[src/rtl/init_seq_pkg.sv]
package init_seq_pkg;

  typedef enum logic [2:0] {
    ST_HOLD   = 3'd0,
    ST_EARLY  = 3'd1,
    ST_WAIT   = 3'd2,
    ST_SETTLE = 3'd3,
    ST_COUNT  = 3'd4,
    ST_USER   = 3'd5
  } seq_state_t;

  function automatic int ceil_div(input int num, input int den);
    return (num + den - 1) / den;
  endfunction

  function automatic int max2(input int a, input int b);
    return (a > b) ? a : b;
  endfunction

endpackage

[src/rtl/init_seq_sync.sv]
module init_seq_sync #(
  parameter int STAGES = 2
) (
  input  logic clk,
  input  logic rst,
  input  logic d,
  output logic q
);
  logic [STAGES-1:0] chain;

  for (genvar g = 0; g < STAGES; g++) begin : g_stage
    if (g == 0) begin : g_first
      always_ff @(posedge clk) begin
        if (rst) chain[0] <= 1'b0;
        else     chain[0] <= d;
      end
    end else begin : g_next
      always_ff @(posedge clk) begin
        if (rst) chain[g] <= 1'b0;
        else     chain[g] <= chain[g-1];
      end
    end
  end

  assign q = chain[STAGES-1];
endmodule

[src/rtl/init_seq_counter.sv]
module init_seq_counter #(
  parameter int LIMIT = 16,
  localparam int W = $clog2(LIMIT + 1)
) (
  input  logic         clk,
  input  logic         clr,
  input  logic         en,
  output logic [W-1:0] cnt
);
  always_ff @(posedge clk) begin
    if (clr)     cnt <= '0;
    else if (en) cnt <= cnt + 1'b1;
  end

  // a counter never passes its terminal value
  p_no_overflow_r5: assert property (@(posedge clk) disable iff (clr)
    en |-> (cnt < W'(LIMIT)));
endmodule

[src/rtl/init_seq_clksel.sv]
module init_seq_clksel (
  input  logic clk,
  input  logic rst,
  input  logic sample,
  input  logic ext_sel,
  input  logic osc_tick,
  input  logic ext_tick,
  output logic tick
);
  logic sel_q;

  always_ff @(posedge clk) begin
    if (rst)         sel_q <= 1'b0;
    else if (sample) sel_q <= ext_sel;
  end

  assign tick = sel_q ? ext_tick : osc_tick;

  // outside idle the captured select cannot move
  p_sel_frozen_r7: assert property (@(posedge clk) disable iff (rst)
    (!sample && !$past(sample) && !$past(rst)) |-> $stable(sel_q));
endmodule

[src/rtl/init_seq_top.sv]
module init_seq_top
  import init_seq_pkg::*;
#(
  parameter int CLK_PERIOD_PS = 4000,
  parameter int SETTLE_NS     = 600,
  parameter int INIT_CYCLES   = 4436,
  parameter int EARLY_CYC     = 8,
  parameter int SYNC_STAGES   = 2
) (
  input  logic clk,
  input  logic rst,
  input  logic cfg_clear_n,
  input  logic cfg_loaded,
  input  logic ext_sel,
  input  logic osc_tick,
  input  logic ext_tick,
  output logic user_mode
);
  localparam int DELAY_CYC = max2(1, ceil_div(SETTLE_NS * 1000, CLK_PERIOD_PS));
  localparam int TMR_MAX   = max2(EARLY_CYC, DELAY_CYC);
  localparam int TW        = $clog2(TMR_MAX + 1);
  localparam int KW        = $clog2(INIT_CYCLES + 1);
  localparam logic [TW-1:0] EARLY_LAST = TW'(EARLY_CYC - 1);
  localparam logic [TW-1:0] DELAY_LAST = TW'(DELAY_CYC - 1);
  localparam logic [KW-1:0] INIT_LAST  = KW'(INIT_CYCLES - 1);

  seq_state_t st, nxt;
  logic kill, loaded_s, tick, sample;
  logic [TW-1:0] tmr_cnt;
  logic [KW-1:0] tk_cnt;
  logic tmr_clr, tmr_en, tk_clr, tk_en;

  assign kill = rst | ~cfg_clear_n;

  init_seq_sync #(.STAGES(SYNC_STAGES)) u_sync (
    .clk(clk), .rst(rst), .d(cfg_loaded), .q(loaded_s)
  );

  assign sample = (st == ST_HOLD) || (st == ST_EARLY) || (st == ST_WAIT);

  init_seq_clksel u_sel (
    .clk(clk), .rst(rst), .sample(sample), .ext_sel(ext_sel),
    .osc_tick(osc_tick), .ext_tick(ext_tick), .tick(tick)
  );

  always_comb begin
    nxt = st;
    unique case (st)
      ST_HOLD:   nxt = ST_EARLY;
      ST_EARLY:  if (tmr_cnt == EARLY_LAST) nxt = ST_WAIT;
      ST_WAIT:   if (loaded_s) nxt = ST_SETTLE;
      ST_SETTLE: if (tmr_cnt == DELAY_LAST) nxt = ST_COUNT;
      ST_COUNT:  if (tick && tk_cnt == INIT_LAST) nxt = ST_USER;
      ST_USER:   nxt = ST_USER;
      default:   nxt = ST_HOLD;
    endcase
  end

  assign tmr_clr = kill | (nxt != st);
  assign tmr_en  = (st == ST_EARLY) || (st == ST_SETTLE);
  assign tk_clr  = kill | (nxt != st);
  assign tk_en   = (st == ST_COUNT) && tick;

  init_seq_counter #(.LIMIT(TMR_MAX)) u_tmr (
    .clk(clk), .clr(tmr_clr), .en(tmr_en), .cnt(tmr_cnt)
  );

  init_seq_counter #(.LIMIT(INIT_CYCLES)) u_tk (
    .clk(clk), .clr(tk_clr), .en(tk_en), .cnt(tk_cnt)
  );

  always_ff @(posedge clk) begin
    if (kill) begin
      st        <= ST_HOLD;
      user_mode <= 1'b1;
    end else begin
      st        <= nxt;
      user_mode <= (nxt == ST_HOLD) || (nxt == ST_EARLY) || (nxt == ST_USER);
    end
  end

  // a clear forces hold and a high output on the next edge
  p_clear_hold_r8: assert property (@(posedge clk) disable iff (rst)
    !cfg_clear_n |=> (user_mode && st == ST_HOLD));

  // settling starts only from a synchronized load
  p_settle_needs_load_r10: assert property (@(posedge clk) disable iff (rst)
    (st == ST_SETTLE && $past(st) == ST_WAIT && !$past(rst)) |-> $past(loaded_s));

  // counting is entered only through the settling interval
  p_count_after_settle_r4: assert property (@(posedge clk) disable iff (rst)
    (st == ST_COUNT && !$past(rst)) |-> ($past(st) == ST_SETTLE || $past(st) == ST_COUNT));

  // user mode holds its output high
  p_user_sticky_r9: assert property (@(posedge clk) disable iff (rst)
    (st == ST_USER) |=> user_mode);
endmodule

[config.mk]
export PLATFORM = sky130hd
export DESIGN_NAME = init_seq_top
export DESIGN_NICKNAME = d
export VERILOG_FILES = /design/src/rtl/init_seq_pkg.sv /design/src/rtl/init_seq_sync.sv /design/src/rtl/init_seq_counter.sv /design/src/rtl/init_seq_clksel.sv /design/src/rtl/init_seq_top.sv
export SDC_FILE = /design/constraint.sdc
export NUM_CORES = 1
export LEC_CHECK = 0
export ABC_AREA = 1
export BUFFER_PORTS_ARGS = -buffer_cell sky130_fd_sc_hd__buf_4
export CORE_UTILIZATION = 40
export CTS_CLUSTER_SIZE = 16
export DETAILED_ROUTE_END_ITERATION = 10
export GPL_ROUTABILITY_DRIVEN = 0
export PLACE_DENSITY = 0.56
export SYNTH_ARGS = -nofsm -noshare
export SYNTH_HDL_FRONTEND = slang
export SYNTH_SLANG_ARGS = --single-unit
export TNS_END_PERCENT = 10
[constraint.sdc]
create_clock -name clk -period 4.34 [get_ports clk]
set_clock_uncertainty 0.1 [all_clocks]
set_input_delay 1.085 -clock clk [delete_from_list [all_inputs] [get_ports clk]]
set_output_delay 1.085 -clock clk [all_outputs]
set_load 0.01 [all_outputs]
==> results.md <==
- CP max-delay cell: nand2_2
- Total track usage: 15.9%
- Cts bufs inserted: 3
- # diodes: 0
- Avg Cell Area, Syn: 6.74 µm²
- Switching share of power: a little over a fifth
- Nets: about 260
- Synth Area in XOR/XNOR: between 7 and 8%
- CP delay by family, top: simple AND/OR/NAND/NOR gates
- Status: completed
- Most common library cells after synthesis: 47 x nand2_1, 39 x nor2_1, 33 x inv_1
- Setup TNS: 0 ns
- Post-synthesis async set-or-reset flop share: 0%
- IO Count: 8
- Die Y: 65.5 µm
- DRC viols: 0
- Synth Area in Compound Gates: under 10%
- Yosys reg bits: 28
- Fin crit share: 55.5%
- Vias per inst: approximately 4.5
- Yosys top cell by area: dfxtp_1
- Switch Pwr: between 0.09 and 0.1 mW
- Fin crit period: roughly 2.4 ns
- Max-Cap Viols: 0
- First-pass GRT wire length: between 5000 and 6000 µm
- Routed WL: 2920 µm
- Sink Count: 28
- Share of the synthesized area in the top cell type: 34.8%
- Via count: 1335
- Clock Path Buffers: 2
- Main synth FF type: dfxtp_1
- Maximum clock rate: just over 400 MHz
- Die footprint: 4280 µm²
- Final Core Density: a little under half
- Max-slew headroom: approximately 57%
- Post-synthesis simple-gate area fraction: 39.7%
- Ordered list of cells on the worst path: buf_4, inv_1, nor2_1, nor2_1, nor2_2, buf_4, nand3_1, nand3_1, nand2_1, nand2_2, nor2_1
- H-tree level count: 1
- Area delta synth->final: 7.46%
- Mapped Cells: ~240
- Number of enable flip-flop cells after synthesis: 0
- CP most frequent cell: nor2_1
- Initial core utilization: 42.7%
- Largest net degree at the start of global routing: 22
- Seq pwr share: ~60%
- HP Class: register to register
- Main combinational cell family by area after synthesis: simple AND/OR/NAND/NOR gates
- Final hold violation count: 0
- Cell-internal power: about 0.33 mW
- Critical Path RT: 4.39 ns
- Max-slew violation count: 0
- Initial detailed-routing violation count: 57
- # resized after CTS: 0
- Worst-path maximum fanout: 21
- Routed length per instance: between 9 and 10 µm
- Top post-synthesis cells by area: dfxtp_1 35%, nand2_1 11%, nor2_1 9.1%, nor2_2 8.5%, inv_1 7.7%
- Worst slew pin tran: around 0.64 ns
- CP Buf/Inv Count: 3
- Post-CTS Hold Fix Bufs: 0
- Flip-flop and latch area: roughly 560 µm²
- Mux contribution to synthesized area: 0%
- Crit Path Class: primary input to register
- Layout cell share with drive strength beyond 1: approximately 17%
- Peak VDD IR: ~0.1 mV
- Setup bufs post-CTS: 0
- CP arrival: 2.45 ns
- Most frequent cell after synthesis: nand2_1
- Leak: 0.634 nW
- Core footprint: around 3800 µm²
- Clock transition at path regs: 0.09 ns
- Die width: 65.5 µm
- Synth Area in Adders: under 10%
- CTS tree: done
- Root Buffer: clkbuf_8
- Critical Path Source Type: primary input
- Max incr delay on CP: around 0.48 ns
- Fillers: approximately 400
- Vias in the first global route: around 1200
- Initial antenna violation count: 0
- Combinational fraction of design power: 5.0%
- Crit end category: register
- RSZ-0062 raised after global routing: no
- Drt pass-1 iters: 4
- Clock power share: 33.3%
- Power per Cell Area: between 200 and 250 nW/µm²
- Rows: 22
- Clock Latency Late Sink: about 0.27 ns
- Multi-input gate area: 875 µm²
- Syn_nets: roughly 250
- Port-buffer cells: 7
- Total gr overflow: 0
- Ys Warns: 0
- Final setup viols: 0
- Synthesized cell area: between 1500 and 2000 µm²
- DP HPWL: 2220 µm
- Register area share after synthesis: a little over a third
- Yosys cell types: 20
- Antenna Nets Post-Route: 0
kinds of logic (layout without fill, tap and decap cells):
logic type                 Yosys count  count (layout)
and+or+nand+nor                    140             140
buffers and inverters               39              46
DFF                                 28              28
AOI/OAI and AO/OA                   15              15
xor gates and xnor gates            14              14
adders and majority gates            3               3
flip-flops by register name (all words and copies together), names as in the netlist:
| register | cells |
|---|---|
| st | 3 |
| u_tk.cnt | 13 |
| user_mode | 1 |
| u_tmr.cnt | 8 |
| u_sync.chain | 1 |
| u_sync.q | 1 |
| u_sel.sel_q | 1 |
power by group through the flow:
stage / sequential [mW] / clock, mW / combinational (mW)
after floorplan: 0.266 / 0 / 0.0157
after global routing: 0.261 / 0.160 / 0.0240
after CTS: 0.260 / 0.147 / 0.0214
after global placement: 0.266 / 0 / 0.0211
after detailed placement: 0.266 / 0 / 0.0214
final: 0.260 / 0.140 / 0.0210
worst register-to-register path: cells and delay by family (launching register included):
kind	cells	cell delay, ns
adder cells (fa/ha/maj)	1	0.31
buffers and inverters	1	0.05
flip-flops	1	0.39
AND/OR/NAND/NOR	8	1.05
path summary, 6_finish.rpt:
check                             start                         to  slack [ns]  depth (start not counted)
max                            osc_tick  u_tmr.cnt[6]$_SDFFE_PP0P_        1.93                         11
max reg2reg    u_tk.cnt[0]$_SDFFE_PP0P_  u_tmr.cnt[6]$_SDFFE_PP0P_        2.31                         10
min          u_sync.chain[0]$_SDFF_PP0_        u_sync.q$_SDFF_PP0_        0.31                          2
min reg2reg  u_sync.chain[0]$_SDFF_PP0_        u_sync.q$_SDFF_PP0_        0.31                          2
layer usage:
layer	GRT usage, %	wire [µm]	up-vias
met5	0	0	-
met4	5.71	25	0
met3	2.08	51	2
met2	24.9	1260	14
met1	22.3	1590	572
li1	-	-	747
final cells by class:
type | count | area share [%]
clock buffers | 3 | 2.39
inverters | 35 | 7.74
multi-input cells | 172 | 50.5
flip-flops and latches | 28 | 32.4
well taps | 48 | 3.47
repair buffers | 8 | 3.47
through the flow:
stage	setup slack [ns]	hold slack [ns]	cell area [µm²]	total power [mW]	std cells
finish	1.93	0.308	1730	0.422	294
global route	1.77	0.352	1730	0.445	294
CTS	1.90	0.311	1730	0.428	294
detailed placement	1.60	0.298	1690	0.288	291
global placement	1.65	0.291	1690	0.288	291
floorplan	2.26	0.288	1610	0.282	239
cells in the final DEF (no fill, tap or decap), types with 2 or more instances in the layout:
cell type / count
a21oi_1: 11
buf_4: 8
clkbuf_8: 3
dfxtp_1: 28
ha_1: 3
inv_1: 33
nand2_1: 47
nand2_2: 4
nand3_1: 16
nand4_1: 5
nor2_1: 39
nor2_2: 22
nor3_1: 5
o21ai_0: 4
xnor2_1: 2
xor2_1: 12
(Power assumes the default switching activity.)
